===== config.mk =====
export PLATFORM = sky130hd
export DESIGN_NAME = lsa_endian_aligner
export DESIGN_NICKNAME = d
export VERILOG_FILES = /design/src/rtl/lsa_pkg.sv /design/src/rtl/lsa_align_check.sv /design/src/rtl/lsa_store_packer.sv /design/src/rtl/lsa_load_unpacker.sv /design/src/rtl/lsa_endian_aligner.sv
export SDC_FILE = /design/constraint.sdc
export NUM_CORES = 1
export LEC_CHECK = 0
export BUFFER_PORTS_ARGS = -buffer_cell sky130_fd_sc_hd__buf_2
export CAP_MARGIN = 15
export CORE_MARGIN = 8
export CORE_UTILIZATION = 32
export CTS_BUF_LIST = sky130_fd_sc_hd__clkbuf_16
export DETAILED_ROUTE_END_ITERATION = 6
export PLACE_DENSITY = 0.54
export SETUP_SLACK_MARGIN = 0.02
export SYNTH_ARGS = -nofsm -noshare
export SYNTH_HDL_FRONTEND = slang
export SYNTH_SLANG_ARGS = --single-unit

===== constraint.sdc =====
create_clock -name clk -period 3.6 [get_ports clk]
set_clock_uncertainty 0.1 [all_clocks]
set_input_delay 0.72 -clock clk [delete_from_list [all_inputs] [get_ports clk]]
set_output_delay 0.72 -clock clk [all_outputs]
set_load 0.005 [all_outputs]

===== src/rtl/lsa_pkg.sv =====
package lsa_pkg;

    typedef enum logic [1:0] {
        SZ_BYTE = 2'b00,
        SZ_HALF = 2'b01,
        SZ_WORD = 2'b10,
        SZ_BAD  = 2'b11
    } acc_size_e;

    typedef enum logic [1:0] {
        ST_IDLE,
        ST_WAIT_RD,
        ST_RESULT
    } lsa_state_e;

    // number of bytes an access of the given size covers (0 for illegal)
    function automatic logic [2:0] size_bytes(acc_size_e s);
        logic [2:0] n;
        unique case (s)
            SZ_BYTE: n = 3'd1;
            SZ_HALF: n = 3'd2;
            SZ_WORD: n = 3'd4;
            default: n = 3'd0;
        endcase
        return n;
    endfunction

endpackage


===== src/rtl/lsa_align_check.sv =====
module lsa_align_check
    import lsa_pkg::*;
#(
    parameter int LANES = 4
) (
    input  acc_size_e                   size,
    input  logic [$clog2(LANES)-1:0]    lane,
    output logic                        bad
);
    localparam int OFF_W = $clog2(LANES);

    always_comb begin
        unique case (size)
            SZ_BYTE: bad = 1'b0;
            SZ_HALF: bad = lane[0];
            SZ_WORD: bad = (lane != OFF_W'(0));
            default: bad = 1'b1;
        endcase
    end
endmodule


===== src/rtl/lsa_store_packer.sv =====
module lsa_store_packer #(
    parameter int LANES = 4
) (
    input  logic                        big,
    input  logic [2:0]                  nbytes,
    input  logic [$clog2(LANES)-1:0]    lane,
    input  logic [8*LANES-1:0]          src,
    output logic [8*LANES-1:0]          data,
    output logic [LANES-1:0]            be
);
    localparam int OFF_W = $clog2(LANES);

    for (genvar k = 0; k < LANES; k++) begin : g_lane
        logic [OFF_W-1:0] pos;   // byte position of this lane within the item
        logic [OFF_W-1:0] pick;  // source byte (0 = least significant) for this lane
        logic [7:0]       byte_v;
        logic             en;

        always_comb begin
            pos  = OFF_W'(k) - lane;
            pick = big ? (OFF_W'(nbytes - 3'd1) - pos) : pos;
            en   = (int'(pos) < int'(nbytes));
            byte_v = 8'h00;
            for (int j = 0; j < LANES; j++) begin
                if (OFF_W'(j) == pick) byte_v = src[8*j +: 8];
            end
        end

        assign data[8*k +: 8] = byte_v;
        assign be[k]          = en;
    end
endmodule


===== src/rtl/lsa_load_unpacker.sv =====
module lsa_load_unpacker #(
    parameter int LANES = 4
) (
    input  logic                        big,
    input  logic [2:0]                  nbytes,
    input  logic                        sgn,
    input  logic [$clog2(LANES)-1:0]    lane,
    input  logic [8*LANES-1:0]          rd,
    output logic [8*LANES-1:0]          res
);
    localparam int OFF_W = $clog2(LANES);

    logic [8*LANES-1:0] raw;
    logic [2:0]         nb_eff;
    logic               fill;

    assign nb_eff = (nbytes == 3'd0) ? 3'd1 : nbytes;

    for (genvar i = 0; i < LANES; i++) begin : g_item
        logic [OFF_W-1:0] src_lane;
        logic [7:0]       byte_v;

        always_comb begin
            src_lane = big ? (lane + OFF_W'(nb_eff - 3'd1) - OFF_W'(i))
                           : (lane + OFF_W'(i));
            byte_v = 8'h00;
            for (int j = 0; j < LANES; j++) begin
                if (OFF_W'(j) == src_lane) byte_v = rd[8*j +: 8];
            end
        end

        assign raw[8*i +: 8] = byte_v;
    end

    always_comb begin
        fill = 1'b0;
        for (int j = 0; j < LANES; j++) begin
            if (j == int'(nb_eff) - 1) fill = sgn & raw[8*j + 7];
        end
        for (int j = 0; j < LANES; j++) begin
            res[8*j +: 8] = (j < int'(nb_eff)) ? raw[8*j +: 8] : {8{fill}};
        end
    end
endmodule


===== src/rtl/lsa_endian_aligner.sv =====
module lsa_endian_aligner
    import lsa_pkg::*;
#(
    parameter int ADDR_W = 32,
    parameter int DATA_W = 32
) (
    input  logic                  clk,
    input  logic                  rst_n,
    input  logic                  req_valid,
    input  logic                  req_write,
    input  logic [1:0]            req_size,
    input  logic                  req_signed,
    input  logic                  req_big_endian,
    input  logic [ADDR_W-1:0]     req_addr,
    input  logic [DATA_W-1:0]     req_wdata,
    output logic                  req_ready,
    output logic [DATA_W-1:0]     mem_wdata,
    output logic [DATA_W/8-1:0]   mem_be,
    output logic                  misalign,
    input  logic                  mem_rvalid,
    input  logic [DATA_W-1:0]     mem_rdata,
    output logic                  ld_valid,
    output logic [DATA_W-1:0]     ld_data
);
    localparam int LANES = DATA_W / 8;
    localparam int OFF_W = $clog2(LANES);

    lsa_state_e          state_q, state_d;
    logic                ctx_big_q, ctx_sgn_q;
    acc_size_e           ctx_size_q;
    logic [OFF_W-1:0]    ctx_lane_q;
    logic [DATA_W-1:0]   ld_data_q;

    acc_size_e           size_in;
    logic [OFF_W-1:0]    lane_in;
    logic                bad, accept, store_go, load_go, capture;
    logic [DATA_W-1:0]   pack_data, unpack_res;
    logic [LANES-1:0]    pack_be;

    assign size_in = acc_size_e'(req_size);
    assign lane_in = req_addr[OFF_W-1:0];

    lsa_align_check #(.LANES(LANES)) u_align (
        .size (size_in),
        .lane (lane_in),
        .bad  (bad)
    );

    lsa_store_packer #(.LANES(LANES)) u_pack (
        .big    (req_big_endian),
        .nbytes (size_bytes(size_in)),
        .lane   (lane_in),
        .src    (req_wdata),
        .data   (pack_data),
        .be     (pack_be)
    );

    lsa_load_unpacker #(.LANES(LANES)) u_unpack (
        .big    (ctx_big_q),
        .nbytes (size_bytes(ctx_size_q)),
        .sgn    (ctx_sgn_q),
        .lane   (ctx_lane_q),
        .rd     (mem_rdata),
        .res    (unpack_res)
    );

    assign accept   = req_valid && (state_q == ST_IDLE);
    assign store_go = accept && req_write && !bad;
    assign load_go  = accept && !req_write && !bad;
    assign capture  = (state_q == ST_WAIT_RD) && mem_rvalid;

    // next-state logic
    always_comb begin
        state_d = state_q;
        unique case (state_q)
            ST_IDLE:    if (load_go) state_d = ST_WAIT_RD;
            ST_WAIT_RD: if (mem_rvalid) state_d = ST_RESULT;
            ST_RESULT:  state_d = ST_IDLE;
            default:    state_d = ST_IDLE;
        endcase
    end

    // state register
    always_ff @(posedge clk or negedge rst_n) begin
        if (!rst_n) state_q <= ST_IDLE;
        else        state_q <= state_d;
    end

    // request context and load result registers
    always_ff @(posedge clk or negedge rst_n) begin
        if (!rst_n) begin
            ctx_big_q  <= 1'b0;
            ctx_sgn_q  <= 1'b0;
            ctx_size_q <= SZ_BYTE;
            ctx_lane_q <= '0;
            ld_data_q  <= '0;
        end else begin
            if (load_go) begin
                ctx_big_q  <= req_big_endian;
                ctx_sgn_q  <= req_signed;
                ctx_size_q <= size_in;
                ctx_lane_q <= lane_in;
            end
            if (capture) ld_data_q <= unpack_res;
        end
    end

    // outputs
    always_comb begin
        req_ready = (state_q == ST_IDLE);
        ld_valid  = (state_q == ST_RESULT);
        ld_data   = ld_data_q;
        misalign  = accept && bad;
        mem_wdata = pack_data;
        mem_be    = store_go ? pack_be : '0;
    end
endmodule


==> results by group <==
Setup path
  • FF-to-FF setup slack: 520 ps
  • Critical path endpoint category: output pin
  • Kind of start point of the critical path: input pin
  • CP max-delay cell: ha_1
  • CP Class: input pin to output pin
  • WP data arrival: 2530 ps
  • Path depth of the worst reg2reg path: 11
  • Slowest stage delay, CP: 230 ps
  • Worst Path Max Fanout: 32
  • Req. time, crit path: 2780 ps
  • CP most frequent cell: buf_2
  • WP buf/inv: 3
  • R2R Path End: ld_data[9]
  • Reg2reg start: ctx_size_q[0]
  • Crit-path leading delay family: buffers and inverters
  • Critical Path, Cell by Cell: buf_2, nor2_1, ha_1, xor2_1, nand2_1, xnor2_2, buf_12, and2_1, a211oi_1, a31oi_1, buf_2

Floorplanning
  • Row count: 40
  • Starting Density: 32.8%
  • Core area: 12,100 µm²
  • Die area: 16,200 µm²
  • Height of the die: 127 µm
  • DIE WIDTH: 127 µm
  • IO Count: 176

CTS
  • Post-CTS Resized: 0
  • Clk sinks: 40
  • Setup bufs post-CTS: 0
  • H-tree Lvls: 2
  • Clk slew on worst S/H paths: 60 ps
  • TritonCTS clock tree: done
  • Clock Tree Buf Depth: 2
  • Clk root buf: clkbuf_16
  • CTS Buf Count: 5
  • Worst-Skew Late Latency: 280 ps
  • Hold_buf cts: 0

Yosys
  • Cell variety after synth: 54
  • Most frequent cell after synthesis: nand2_1
  • Post-synth EDFFs: 0
  • Mapped Avg Cell Area: 8.41 µm²
  • Main flop type after synthesis: dfrtp_1
  • Sequential-to-total area share from yosys stat: 25.3%
  • Synth top area share: 25.3%
  • Post-Synthesis Cell Area: 3960 µm²
  • #FFs+latches synth: 40
  • Yosys Warn Count: 0
  • Synth cell count leaders: nand2_1, mux2i_1, dfrtp_1
  • FFs w/ async S/R, synth: 100%
  • Synthesized instance count: 471
  • Cell taking the most area after synthesis: dfrtp_1
  • Main area contributors after synthesis: dfrtp_1, mux2i_1, nand2_1, a31oi_1, ha_1
  • Synthesized net count: 587

Timing
  • F_max: 298 MHz
  • Max_slew headroom: 39.2%
  • Period utilisation layout: 93.1%
  • Transition time of the tightest slew-check pin: 911 ps
  • RSZ-0062 raised after global routing: false
  • Pins Over Slew Limit: 0
  • Fin crit period: 3350 ps
  • Final Hold Fails: 0
  • Setup-failing EPs final: 0
  • Total Neg Setup Slack: 0 ps

Placement
  • HPWL Detailed: 10.4 mm
  • IO buf count: 145
  • Gpl congestion: 0.800

Finish
  • P&R area growth vs syn: 28.8%
  • Share of layout cells above drive strength 1: 34.0%
  • # diodes: 0
  • Post-layout nets: 718

Min path
  • Hold crit path type: flip-flop to flip-flop
  • Worst hold endpoint: ld_data[3]
  • Worst hold start: ld_data[3]
  • Hold depth: 2

Global route
  • Initial antenna violation count: 1
  • Largest net degree at the start of global routing: 49
  • Global-route wire length before repair: 21.1 mm
  • Tot GR Track Use: 15.8%
  • Total grt overflow: 0
  • Via count of the first global-routing pass: 4,106

Detailed routing
  • Drt wl/cell: 17.0 µm
  • Initial DRT Pass Iterations: 5
  • Detailed-route wire length: 13.1 mm
  • Vias/cell: 5.26
  • Via count: 4,057
  • Initial DRC count: 193
  • Antenna-violating nets left: 0
  • DRC viols: 0

Power and ir drop
  • Peak supply drop: 0.317 mV
  • Power consumption: 3750 µW
  • Leak pwr: 0.00248 µW
  • Pwr per Cell Area: 736 nW/µm²

Run
  • Max-cap viol count: 0

Run status
  • Status: finished, final reports clean
## cell families (layout without fill, tap and decap cells)
logic type / count (synthesis) / count (layout) / synth area share, %
adders and majority gates: 11 / 11 / 3.48
buffers and inverters: 50 / 182 / 5.31
and+or+nand+nor: 135 / 135 / 15.2
AOI/OAI and AO/OA: 139 / 139 / 24.1
DFF: 40 / 40 / 25.3
muxes: 83 / 83 / 21.9
xor gates and xnor gates: 13 / 13 / 4.68
## worst max path at each step
stage / start / to / cells past startpoint
after floorplan: req_size[1] / mem_wdata[12] / 8
after global placement: req_size[1] / mem_wdata[19] / 11
after detailed placement: req_size[1] / mem_wdata[17] / 11
after CTS: req_size[1] / mem_wdata[17] / 11
after global routing: req_size[1] / mem_wdata[7] / 11
final: req_size[1] / mem_wdata[17] / 11
## tightest hold or removal path: cells and delay by family, from the launching register on
kind / cells / cell delay [ps]
DFF: 1 / 340
AOI/OAI and AO/OA: 1 / 60
and+or+nand+nor: 1 / 40
## report_power, final
| part | internal, µW | switching [µW] | leakage [µW] | total (µW) |
|---|---|---|---|---|
| combinational | 1140 | 1310 | 0.00192 | 2450 |
| sequential | 653 | 141 | 0.000477 | 794 |
| clock | 324 | 184 | 0.0000850 | 507 |
| total | 2120 | 1640 | 0.00248 | 3750 |
## metal layers
metal  wire [µm]  global-route usage [%]
met1        5930                    20.0
met2        6140                    26.9
met3         936                    4.16
met4          85                    2.10
met5           8                       0
## flip-flops by register name, summed over array words and instances, names as in the netlist
| signal | count |
|---|---|
| ctx_big_q | 1 |
| ctx_lane_q | 2 |
| ctx_sgn_q | 1 |
| ctx_size_q | 2 |
| ld_data | 32 |
| state_q | 2 |
## layout make-up
type	count	area (µm²)
inverters	16	60.1
clock inverters	3	38.8
flip-flops and latches	40	1000
well taps	168	210
repair buffers	158	873
fillers	1218	6960
clock buffers	5	125
multi-input cells	381	2790
## per-stage QoR
stage / cell area, µm² / setup WS, ps / hold WS (ps) / std cells / utilization (%)
2_1_floorplan: 3960 / 187 / 324 / 471 / -
3_3_place_gp: 4940 / 296 / 357 / 763 / 40.9
3_5_place_dp: 4940 / 254 / 367 / 763 / 40.9
4_1_cts: 5100 / 240 / 382 / 771 / 42.3
5_1_grt: 5100 / 28.8 / 413 / 771 / 42.3
6_report: 5100 / 249 / 374 / 771 / 42.3
## cells in the final DEF, fill, tap and decap left out, types with 2 or more instances in the layout
cell	netlist	layout
buf_2	12	145
nand2_1	79	79
mux2i_1	71	70
dfrtp_1	40	40
a31oi_1	25	25
nor2_1	24	24
a21oi_1	24	24
o21ai_0	23	23
inv_1	15	16
and2_1	16	16
a211oi_1	16	16
o22ai_1	12	12
ha_1	11	11
o221ai_1	10	10
mux2_2	10	10
buf_4	0	9
a31o_2	8	8
a21o_1	5	5
clkbuf_16	0	5
xnor2_2	0	4
buf_12	0	4
xor2_1	3	3
nor2b_1	3	3
nand3b_1	2	2
o211ai_1	2	2
nor2_4	2	2
o21ai_2	2	2
a221o_1	2	2
mux4_2	2	2
Note: power is estimated with default switching activity, not from simulation.
